<file path="src/rtl/stby_pkg.sv">
package stby_pkg;
   typedef enum logic {KIND_IWAIT = 1'b0, KIND_EWAIT = 1'b1} stby_kind_e;
   typedef enum logic {ST_RUN = 1'b0, ST_SLEEP = 1'b1} stby_state_e;
   localparam int ASYNC_W = 5;
   localparam int IDX_IRQ = 0;
   localparam int IDX_FIQ = 1;
   localparam int IDX_ABT = 2;
   localparam int IDX_DBG = 3;
   localparam int IDX_EVT = 4;
endpackage

</file>
<file path="src/rtl/stby_sync.sv">
module stby_sync #(
   parameter int WIDTH  = 1,
   parameter int STAGES = 2
) (
   input  logic             clk_i,
   input  logic             rst_ni,
   input  logic [WIDTH-1:0] d_i,
   output logic [WIDTH-1:0] q_o
);
   localparam int LAST = STAGES - 1;

   if (STAGES < 2) begin : g_bad_depth
      $error("stby_sync: STAGES must be at least 2");
   end
   if (WIDTH < 1) begin : g_bad_width
      $error("stby_sync: WIDTH must be positive");
   end

   logic [WIDTH-1:0] chain_q [STAGES];

   for (genvar s = 0; s < STAGES; s++) begin : g_stage
      always_ff @(posedge clk_i or negedge rst_ni) begin
         if (!rst_ni)     chain_q[s] <= '0;
         else if (s == 0) chain_q[s] <= d_i;
         else             chain_q[s] <= chain_q[(s == 0) ? 0 : s-1];
      end
   end

   assign q_o = chain_q[LAST];
endmodule

</file>
<file path="src/rtl/stby_evt_latch.sv">
module stby_evt_latch (
   input  logic clk_i,
   input  logic rst_ni,
   input  logic set_i,
   input  logic clr_i,
   output logic flag_o
);
   logic flag_q;

   always_ff @(posedge clk_i or negedge rst_ni) begin
      if (!rst_ni) flag_q <= 1'b0;
      else         flag_q <= (flag_q | set_i) & ~clr_i;
   end

   assign flag_o = flag_q;

   a_r8_clear_wins: assert property (@(posedge clk_i) disable iff (!rst_ni)
      clr_i |=> !flag_o);
   a_r8_sticky: assert property (@(posedge clk_i) disable iff (!rst_ni)
      (set_i && !clr_i) |=> flag_o);
endmodule

</file>
<file path="src/rtl/stby_wake_eval.sv">
module stby_wake_eval
   import stby_pkg::*;
(
   input  stby_kind_e kind_i,
   input  logic       irq_i,
   input  logic       fiq_i,
   input  logic       abt_i,
   input  logic       mask_irq_i,
   input  logic       mask_fiq_i,
   input  logic       mask_abt_i,
   input  logic       dbg_pin_i,
   input  logic       dbg_halt_i,
   input  logic       dbg_en_i,
   input  logic       dbg_permit_i,
   input  logic       evt_flag_i,
   input  logic       evt_now_i,
   input  logic       sev_i,
   input  logic       maint_i,
   output logic       wake_c_o
);
   logic intr_raw, intr_open, dbg_hit, evt_hit, intr_hit;

   always_comb begin
      intr_raw  = irq_i | fiq_i | abt_i;
      intr_open = (irq_i & ~mask_irq_i) | (fiq_i & ~mask_fiq_i) | (abt_i & ~mask_abt_i);
      intr_hit  = (kind_i == KIND_IWAIT) ? intr_raw : intr_open;
      dbg_hit   = (dbg_pin_i | dbg_halt_i) & dbg_en_i & dbg_permit_i;
      evt_hit   = (kind_i == KIND_EWAIT) & (evt_flag_i | evt_now_i | sev_i);
      wake_c_o  = intr_hit | dbg_hit | evt_hit | maint_i;
   end

   always_comb begin
      if (kind_i == KIND_IWAIT && irq_i)
         a_r3_unmasked_wake: assert (wake_c_o);
      if (!dbg_en_i && !intr_raw && !maint_i && kind_i == KIND_IWAIT)
         a_r5_no_dbg_wake: assert (!wake_c_o);
   end
endmodule

</file>
<file path="src/rtl/stby_wake_ctl.sv">
module stby_wake_ctl
   import stby_pkg::*;
#(
   parameter int SYNC_STAGES = 2,
   parameter bit CLUSTER_EN  = 1'b1
) (
   input  logic clk_i,
   input  logic rst_ni,
   input  logic sleep_req_i,
   input  logic sleep_kind_i,
   input  logic irq_i,
   input  logic fiq_i,
   input  logic abt_i,
   input  logic mask_irq_i,
   input  logic mask_fiq_i,
   input  logic mask_abt_i,
   input  logic dbg_req_i,
   input  logic dbg_halt_i,
   input  logic dbg_en_i,
   input  logic dbg_permit_i,
   input  logic evt_i,
   input  logic sev_i,
   input  logic maint_i,
   output logic wake_o,
   output logic standby_o
);
   if (SYNC_STAGES < 2) begin : g_bad_sync
      $error("stby_wake_ctl: SYNC_STAGES must be at least 2");
   end

   logic [ASYNC_W-1:0] async_raw, async_s;
   logic sev_g, maint_g, evt_set, evt_clr, evt_flag, wake_c;
   stby_state_e state_q, state_d;
   stby_kind_e  kind_q, kind_d, kind_in;
   logic wake_q, wake_d;

   assign async_raw = {evt_i, dbg_req_i, abt_i, fiq_i, irq_i};
   assign kind_in   = stby_kind_e'(sleep_kind_i);

   stby_sync #(.WIDTH(ASYNC_W), .STAGES(SYNC_STAGES)) u_sync (
      .clk_i (clk_i), .rst_ni (rst_ni), .d_i (async_raw), .q_o (async_s));

   if (CLUSTER_EN) begin : g_cluster
      assign sev_g   = sev_i;
      assign maint_g = maint_i;
   end else begin : g_single
      assign sev_g   = 1'b0;
      assign maint_g = 1'b0;
   end

   assign evt_set = async_s[IDX_EVT] | sev_g;

   stby_evt_latch u_evt (
      .clk_i (clk_i), .rst_ni (rst_ni), .set_i (evt_set), .clr_i (evt_clr),
      .flag_o (evt_flag));

   stby_wake_eval u_eval (
      .kind_i (kind_q), .irq_i (async_s[IDX_IRQ]), .fiq_i (async_s[IDX_FIQ]),
      .abt_i (async_s[IDX_ABT]), .mask_irq_i (mask_irq_i), .mask_fiq_i (mask_fiq_i),
      .mask_abt_i (mask_abt_i), .dbg_pin_i (async_s[IDX_DBG]), .dbg_halt_i (dbg_halt_i),
      .dbg_en_i (dbg_en_i), .dbg_permit_i (dbg_permit_i), .evt_flag_i (evt_flag),
      .evt_now_i (async_s[IDX_EVT]), .sev_i (sev_g), .maint_i (maint_g),
      .wake_c_o (wake_c));

   always_comb begin
      state_d = state_q;
      kind_d  = kind_q;
      wake_d  = 1'b0;
      evt_clr = 1'b0;
      if (state_q == ST_RUN) begin
         if (sleep_req_i) begin
            if (kind_in == KIND_EWAIT && evt_flag) begin
               evt_clr = 1'b1;
            end else begin
               state_d = ST_SLEEP;
               kind_d  = kind_in;
            end
         end
      end else if (wake_c) begin
         state_d = ST_RUN;
         wake_d  = 1'b1;
         evt_clr = (kind_q == KIND_EWAIT);
      end
   end

   always_ff @(posedge clk_i or negedge rst_ni) begin
      if (!rst_ni) begin
         state_q <= ST_RUN;
         kind_q  <= KIND_IWAIT;
         wake_q  <= 1'b0;
      end else begin
         state_q <= state_d;
         kind_q  <= kind_d;
         wake_q  <= wake_d;
      end
   end

   assign wake_o    = wake_q;
   assign standby_o = (state_q == ST_SLEEP);

   a_r2_entry_follows_req: assert property (@(posedge clk_i) disable iff (!rst_ni)
      $rose(standby_o) |-> $past(sleep_req_i));
   a_r9_wake_drops_standby: assert property (@(posedge clk_i) disable iff (!rst_ni)
      $rose(wake_o) |-> (!standby_o && $past(standby_o)));
   a_r9_single_pulse: assert property (@(posedge clk_i) disable iff (!rst_ni)
      wake_o |=> !wake_o);
   a_r2_hold_in_sleep: assert property (@(posedge clk_i) disable iff (!rst_ni)
      (standby_o && !wake_c) |=> standby_o);
endmodule

</file>
<file path="config.mk">
export PLATFORM = sky130hd
export DESIGN_NAME = stby_wake_ctl
export DESIGN_NICKNAME = d
export VERILOG_FILES = /design/src/rtl/stby_pkg.sv /design/src/rtl/stby_sync.sv /design/src/rtl/stby_evt_latch.sv /design/src/rtl/stby_wake_eval.sv /design/src/rtl/stby_wake_ctl.sv
export SDC_FILE = /design/constraint.sdc
export NUM_CORES = 1
export LEC_CHECK = 0
export CAP_MARGIN = 20
export CORE_MARGIN = 4
export CORE_UTILIZATION = 36
export DETAILED_ROUTE_END_ITERATION = 10
export PLACE_DENSITY = 0.8
export SLEW_MARGIN = 20
export SYNTH_ARGS = -nofsm -noshare
export SYNTH_HDL_FRONTEND = slang
export SYNTH_SLANG_ARGS = --single-unit
</file>
<file path="constraint.sdc">
create_clock -name clk_i -period 1 [get_ports clk_i]
set_clock_uncertainty 0.1 [all_clocks]
set_input_delay 0.25 -clock clk_i [delete_from_list [all_inputs] [get_ports clk_i]]
set_output_delay 0.25 -clock clk_i [all_outputs]
set_load 0.05 [all_outputs]
</file>
After elaboration in Yosys (flattened, before gate mapping)
Cells that the tools add are included.

Output and inout bits: 2. Word-level logic and storage cells: 44. Input port bits: 17. Register bits: 14.

Bitwise operators: 25. Multiplexer cells: 11. Reductions and logical operators: 2.

Operator list (number): 1-bit bitwise OR (12); 1-bit 2-to-1 mux (11); 1-bit bitwise AND (7); 1-bit inverter (6); 3-bit AND reduction (1); 1-bit logical AND (1).

Longest topological paths before layout
Gate-level depths: netlist (run 1).

Depth after elaboration: 12. Depth in mapped cells: 3. Depth with buffers taken out: 3.

By module
Synthesis (run 1) repeated with hierarchy kept, for this count alone.

Cell total of the unflattened synthesis: 38. Area total of the unflattened synthesis: 530.5 sq um.

By module, submodules not included: stby_sync (sequential area each 250.2 sq um, cells an instance 15, area each 287.8 sq um, instances 1); stby_wake_ctl (sequential area each 75.1 sq um, cells an instance 12, area each 146.4 sq um, instances 1); stby_wake_eval (sequential area each 0.0 sq um, cells an instance 9, area each 61.3 sq um, instances 1); stby_evt_latch (sequential area each 25.0 sq um, cells an instance 2, area each 35.0 sq um, instances 1).

Worst setup path before layout (run 1)
Ideal clock, no wire load.

Kind: register to register. Start point: reg state_q (netlist: standby_o). End point: reg state_q (netlist: standby_o). Setup slack: -0.306 ns. Arrival: 1.086 ns. Cell stages (with the launch flop): 4. Path buffers: 0. Required time: 0.780 ns. Path through: dfrtp_1 > nand2b_1 > a21oi_1 > a31o_1.

Cells in the longest elaborated chain, start to end: 1.

RTL lines: start, declared (line stby_wake_ctl.sv:33) `stby_state_e state_q, state_d;`; start signal, assigned (line stby_wake_ctl.sv:92) `state_q <= state_d;`; 1-bit 2-to-1 mux (line stby_wake_ctl.sv:70) `if (state_q == ST_RUN) begin`; named net state_d (line stby_wake_ctl.sv:33).

The timed path passes the listed nets, and every way through them passes these cells. A chain may end at the register's enable or synchronous reset.

Worst setup path in the final report (run 1)
Start point: reg state_q (netlist: standby_o). End point: out standby_o.

RTL lines: end, declared (line stby_wake_ctl.sv:25) `output logic standby_o`.

No word-level cell between the ends.

==> results_dict.tcl, run 1 <==
set metrics [dict create \
    result_of_the_run "finished, violations left" \
    violations "negative setup slack" \
    diodes 0 \
    core_area_sq_um 1301 \
    die-width_um 45.24 \
    placement_rows 13 \
    initialDrtViolationCount 7 \
    cp.depth 1 \
    switching_share 0.2720 \
    synth_area_sq_um 499.2 \
    setup.worst_path.end_class "output port" \
    fin_crit_sh 1.227 \
    cap_viol_max_count 0 \
    holdCritPathClass "input pin to asynchronous set/reset pin" \
    internal_power_mw 0.9654 \
    htree_levels 1 \
    fmaxAchievable_ghz 0.8148 \
    drcViolationCount 0 \
    dp_hpwl_um 770.5 \
    worst_slew_margin_rel 0.8121 \
    final.setup.worst_slack_ns -0.2274 \
    grt_start_max_net_pins 9 \
    place.gp.congestion 0.5945 \
    numPortBuffers 18 \
    criticalPathCategory "flop to output port" \
    wire_length_of_the_first_global_routing_pass_mm 1.621 \
    num_vias 367 \
    ys_seq_elements 14 \
    path_delay_family "flip-flops" \
    largest_stage_delay_worst_path_ns 0.44 \
    initial_antenna_violation_count 0 \
    globalRouteTotalUtil 0.1232 \
    rr_worst_depth 3 \
    most_numerous_cell_in_the_yosys_netlist "sky130_fd_sc_hd__dfrtp_1" \
    clock-sinks 14 \
    ys_top_cells_by_area "sky130_fd_sc_hd__dfrtp_1, sky130_fd_sc_hd__a2111oi_4, sky130_fd_sc_hd__nor4b_2, sky130_fd_sc_hd__nor2b_1, sky130_fd_sc_hd__a31o_1" \
    critical_path.max_fanout 2 \
    power.sequential.fraction 0.500 \
    post-synth-top-area-cell "sky130_fd_sc_hd__dfrtp_1" \
    post_dp_cell_area_sq_um 760.7 \
    routed_wire_per_std_cell_um 13.55 \
    setup_viol_count_final 6 \
    timing_max_transition_violations_final 0 \
    clk_path_buf_depth 2 \
    critical_path_arrival_ns 0.88 \
    worst_slew_pin_slew_ns 0.2806 \
    final_hold_viol_count 0 \
    cts_tree "built" \
    antenna_violating_nets_left 0 \
    ctsRootBufferMaster "sky130_fd_sc_hd__clkbuf_4" \
    share_clk_of_total_power 0.255 \
    drtPass1Iterations 4 \
    post_drt_via_cell_ratio 4.829 \
    rr_startpoint "u_sync.q_o[1]" \
    synth_top_cell_area_share 0.7018 \
    synth.yosys.seq_area_share 0.7018 \
    async_flop_share 1.000 \
    post_synth_most_frequent_cells "sky130_fd_sc_hd__dfrtp_1, sky130_fd_sc_hd__nor2_1, sky130_fd_sc_hd__nor2b_1" \
    grt_setup_unrepaired "yes" \
    power.combinational.fraction 0.245 \
    layout-drive-gt1-share 0.3443 \
    post-route-util 0.6375 \
    worst_setup_path_endpoint "standby_o" \
    timing.critical_path.required_ns 0.65 \
    synthFlopType "sky130_fd_sc_hd__dfrtp_1" \
    post-route-cell-area_sq_um 829.5 \
    hold_buffers 0 \
    reg2reg_setup_slack_ns -0.19 \
    setup.worst_path.start_class "flop" \
    die_footprint_sq_um 2047 \
    synth.lib_cells_used.distinct 19 \
    boundaryPins 19 \
    leakagePower_nw 0.3469 \
    layout.nets 79 \
    gr-total-overflow 0 \
    clock_slew_at_reported_path_ffs_ns 0.09 \
    postSynthAreaPerCell_sq_um 14.68 \
    fin_worst_hold_slack_ns 0.1456 \
    syn_nets 51 \
    power.density_cell_area_nw_per_um2 1599 \
    path_buf_inv 1 \
    postRouteWirelength_mm 1.030 \
    first_global_vias 398 \
    r2r-end "wake_o" \
    numCtsBuffers 3 \
    irDropWorstVdd_mv 0.7423 \
    yosys_warnings 0 \
    p_switching_mw 0.3606 \
    worst_setup_path_startpoint "standby_o" \
    cp_slowest_cell "sky130_fd_sc_hd__dfrtp_2" \
    die_h_um 45.24 \
    start_util 0.3837 \
    count_of_flip_flops_with_a_built_in_enable_after_synthesis 0 \
    timing.critical_path.cells "buf_12" \
    layout_min_cycle_time_ns 1.227 \
    clock_latency_at_the_later_pin_of_the_worst_skew_pair_ns 0.29 \
    syn-instance-count 34 \
    flow.area_growth_from_synthesis_pct 66.17 \
]
==> placed cells by master (no fill, tap or decap), types with 2 or more instances in the layout <==
| master | synthesis | final |
|---|---|---|
| sky130_fd_sc_hd__buf_12 | 0 | 2 |
| sky130_fd_sc_hd__buf_4 | 0 | 5 |
| sky130_fd_sc_hd__clkbuf_4 | 0 | 3 |
| sky130_fd_sc_hd__clkdlybuf4s50_1 | 0 | 14 |
| sky130_fd_sc_hd__dfrtp_1 | 14 | 13 |
| sky130_fd_sc_hd__dlygate4sd2_1 | 0 | 2 |
==> registers in the layout, summed over array words and instances (netlist names) <==
register,flops
u_evt.flag_o,1
standby_o,1
kind_q,1
u_sync.q_o,5
u_sync.chain_q,5
wake_o,1
==> cell families after synthesis <==
group           synth area share
compound gates            0.1579
simple gates              0.1253
flops                     0.7018
buf+inv                  0.01502
==> layer usage <==
| layer | global-route usage | wire (um) |
|---|---|---|
| met4 | 0.1053 | 29 |
| met5 | 0 | 0 |
| met2 | 0.1949 | 529 |
| met1 | 0.1231 | 386 |
| met3 | 0.05179 | 83 |
==> final cells by class <==
cell class | count | area, sq um
Fill cell | 110 | 471.7
Sequential cell | 14 | 351.6
Timing Repair Buffer | 23 | 235.2
Multi-Input combinational cell | 18 | 190.2
Clock buffer | 4 | 26.28
Tap cell | 15 | 18.77
Inverter | 2 | 7.507
==> worst min path at each step <==
| stage | to | slack (ns) |
|---|---|---|
| 6_report | u_sync.chain_q[8] | 0.15 |
| 5_1_grt | u_sync.chain_q[8] | 0.15 |
| 4_1_cts | u_sync.chain_q[8] | 0.15 |
| 3_5_place_dp | u_sync.q_o[0] | 0.24 |
| 3_3_place_gp | u_sync.q_o[2] | 0.23 |
| 2_1_floorplan | kind_q | -0.15 |
==> repair_timing <==
action / 4_1_cts / 5_1_grt
buffers inserted: 1 / 0
gates cloned: 0 / 0
setup endpoints to repair: 6 / 6
resized for setup: 8 / 2
pin swaps: 6 / 3
==> power groups by stage <==
| stage | registers [mW] | logic (mW) | clock network, mW |
|---|---|---|---|
| floorplan | 0.699 | 0.0726 | 0 |
| global placement | 0.666 | 0.279 | 0 |
| detailed placement | 0.670 | 0.287 | 0 |
| CTS | 0.658 | 0.317 | 0.344 |
| global route | 0.668 | 0.346 | 0.381 |
| finish | 0.663 | 0.325 | 0.338 |
==> through the flow <==
stage                     instances  TNS, ns  setup WS (ns)  power [mW]
after floorplan                  34  -0.4827        -0.1460      0.7718
after global routing             76   -1.313        -0.2702       1.396
after CTS                        76   -1.071        -0.2344       1.319
after detailed placement         71   -1.460        -0.4885      0.9564
after global placement           71   -1.387        -0.4586      0.9449
final                            76   -1.072        -0.2274       1.326
(Power assumes the default switching activity.)
==> inputs of run 2 (changes only) <==
--- a/config.mk
+++ b/config.mk
@@ -5,11 +5,11 @@
 export SDC_FILE = /design/constraint.sdc
 export NUM_CORES = 1
 export LEC_CHECK = 0
-export CAP_MARGIN = 20
 export CORE_MARGIN = 4
 export CORE_UTILIZATION = 36
 export DETAILED_ROUTE_END_ITERATION = 10
 export PLACE_DENSITY = 0.8
+export REMOVE_ABC_BUFFERS = 1
 export SLEW_MARGIN = 20
 export SYNTH_ARGS = -nofsm -noshare
 export SYNTH_HDL_FRONTEND = slang
==> run 2 against run 1 <==
Against the previous run:
- die area unchanged
- critical path type unchanged
- fmax decreased by 4.2%
- cell area increased by 4.4%
- largest cell class unchanged
- cell count unchanged
- the flow still finishes with violations (negative setup slack)
- sequential power about the same
- largest power group unchanged
- critical path depth increased by 1
- flip-flop and latch count unchanged
==> results_dict.tcl, run 2 (synthesis results as in run 1) <==
set metrics [dict create \
    post_drt_via_cell_ratio 4.947 \
    first_global_vias 388 \
    post_dp_cell_area_sq_um 760.7 \
    path_delay_family "flip-flops" \
    final.setup.worst_slack_ns -0.2810 \
    hold_buffers 0 \
    setup.worst_path.end_class "output port" \
    setup.worst_path.start_class "flop" \
    start_util 0.3837 \
    diodes 0 \
    flow.area_growth_from_synthesis_pct 73.43 \
    initial_antenna_violation_count 0 \
    wire_length_of_the_first_global_routing_pass_mm 1.649 \
    antenna_violating_nets_left 0 \
    dp_hpwl_um 791.7 \
    worst_slew_margin_rel 0.8130 \
    layout.cells.non_filler 76 \
    gr-total-overflow 0 \
    worst_slew_pin_slew_ns 0.2805 \
    cap_viol_max_count 0 \
    cts_tree "built" \
    placement_rows 13 \
    final_hold_viol_count 0 \
    core_area_sq_um 1301 \
    grt_setup_unrepaired "yes" \
    grt_start_max_net_pins 15 \
    clock-sinks 14 \
    timing_max_transition_violations_final 0 \
    fin_crit_sh 1.281 \
    largest_stage_delay_worst_path_ns 0.40 \
    criticalPathCategory "flop to output port" \
    die-width_um 45.24 \
    numPortBuffers 18 \
    layout-drive-gt1-share 0.3607 \
    critical_path_arrival_ns 0.93 \
    fmaxAchievable_ghz 0.7806 \
    die_footprint_sq_um 2047 \
    initialDrtViolationCount 3 \
    timing.critical_path.cells "buf_6 -> buf_12" \
    critical_path.max_fanout 2 \
    drcViolationCount 0 \
    layout_min_cycle_time_ns 1.281 \
    clock_slew_at_reported_path_ffs_ns 0.07 \
    layout.nets 80 \
    clk_path_buf_depth 2 \
    postRouteWirelength_mm 1.056 \
    holdCritPathClass "input pin to asynchronous set/reset pin" \
    result_of_the_run "finished, violations left" \
    drtPass1Iterations 4 \
    violations "negative setup slack" \
    routed_wire_per_std_cell_um 13.89 \
    setup_viol_count_final 6 \
    cp_slowest_cell "sky130_fd_sc_hd__dfrtp_1" \
    post-route-cell-area_sq_um 865.8 \
    leakagePower_nw 0.3648 \
    layout.cells.most_common_list "sky130_fd_sc_hd__clkdlybuf4s50_1, sky130_fd_sc_hd__dfrtp_1, sky130_fd_sc_hd__clkbuf_4, sky130_fd_sc_hd__buf_12, sky130_fd_sc_hd__buf_6" \
    place_ws_ns -0.4980 \
    dp_cells 71 \
    irDropWorstVdd_mv 0.9337 \
    htree_levels 1 \
    ctsRootBufferMaster "sky130_fd_sc_hd__clkbuf_4" \
    die_h_um 45.24 \
    power.density_cell_area_nw_per_um2 1532 \
    clock_latency_at_the_later_pin_of_the_worst_skew_pair_ns 0.26 \
    boundaryPins 19 \
    path_buf_inv 2 \
    totalNegativeSetupSlack_ns -1.249 \
    post-route-util 0.6654 \
    globalRouteTotalUtil 0.1187 \
    timing.critical_path.required_ns 0.65 \
    place.gp.congestion 0.6846 \
    num_vias 376 \
    numCtsBuffers 3 \
]
## run 2: metrics by stage
| stage | hold slack, ns | total power, mW |
|---|---|---|
| 2_1_floorplan | -0.1456 | 0.7618 |
| 3_5_place_dp | 0.2358 | 0.9574 |
| 3_3_place_gp | 0.2326 | 0.9443 |
| 4_1_cts | 0.1940 | 1.284 |
| 5_1_grt | 0.1934 | 1.404 |
| 6_report | 0.2012 | 1.326 |
## run 2: path summary, 6_finish.rpt
| kind | from | to | slack [ns] | cells past startpoint |
|---|---|---|---|---|
| min reg2reg | u_sync.chain_q[7] | u_sync.q_o[2] | 0.25 | 0 |
| max in group asynchronous | rst_ni | u_sync.chain_q[8] | 0.49 | 2 |
| max | standby_o | standby_o | -0.28 | 2 |
| min | rst_ni | wake_o | 0.20 | 2 |
| max reg2reg | standby_o | kind_q | -0.24 | 4 |
| min in group clk_i | u_sync.chain_q[7] | u_sync.q_o[2] | 0.25 | 0 |
## run 2: layout make-up
class,count,area (sq um)
repair buffers,24,266.5
multi-input cells,18,200.2
fillers,113,435.4
inverters,2,7.507
clock buffers,3,22.52
well taps,15,18.77
flip-flops and latches,14,350.3
## run 2: layer usage
metal,global-route usage,vias up,share of wire
met3,0.03984,0,0.065
met2,0.2090,16,0.55
met4,0.05848,0,0
li1,-,178,-
met5,0,-,0
met1,0.1244,182,0.39
## run 2: repair_timing
| item | 4_1_cts | 5_1_grt |
|---|---|---|
| setup buffers | 1 | 2 |
| pin swaps | 6 | 3 |
| endpoints found under the setup margin | 6 | 6 |
| gates resized for setup | 7 | 10 |
| endpoints found under the hold margin | 0 | 0 |
## run 2: power by group
group | leakage, nW | internal [mW] | switching (mW) | total (mW)
Clock | 0.0138 | 0.139 | 0.155 | 0.294
Sequential | 0.165 | 0.617 | 0.0453 | 0.663
Combinational | 0.186 | 0.220 | 0.149 | 0.369
Total | 0.365 | 0.977 | 0.349 | 1.33
==> inputs of run 3 (changes only) <==
--- a/config.mk
+++ b/config.mk
@@ -5,8 +5,10 @@
 export SDC_FILE = /design/constraint.sdc
 export NUM_CORES = 1
 export LEC_CHECK = 0
+export CAP_MARGIN = 20
 export CORE_MARGIN = 4
 export CORE_UTILIZATION = 36
+export CTS_CLUSTER_DIAMETER = 80
 export DETAILED_ROUTE_END_ITERATION = 10
 export PLACE_DENSITY = 0.8
 export REMOVE_ABC_BUFFERS = 1
==> results of run 3 <==
The final DEF is identical to that of run 2; final timing and power are the same.
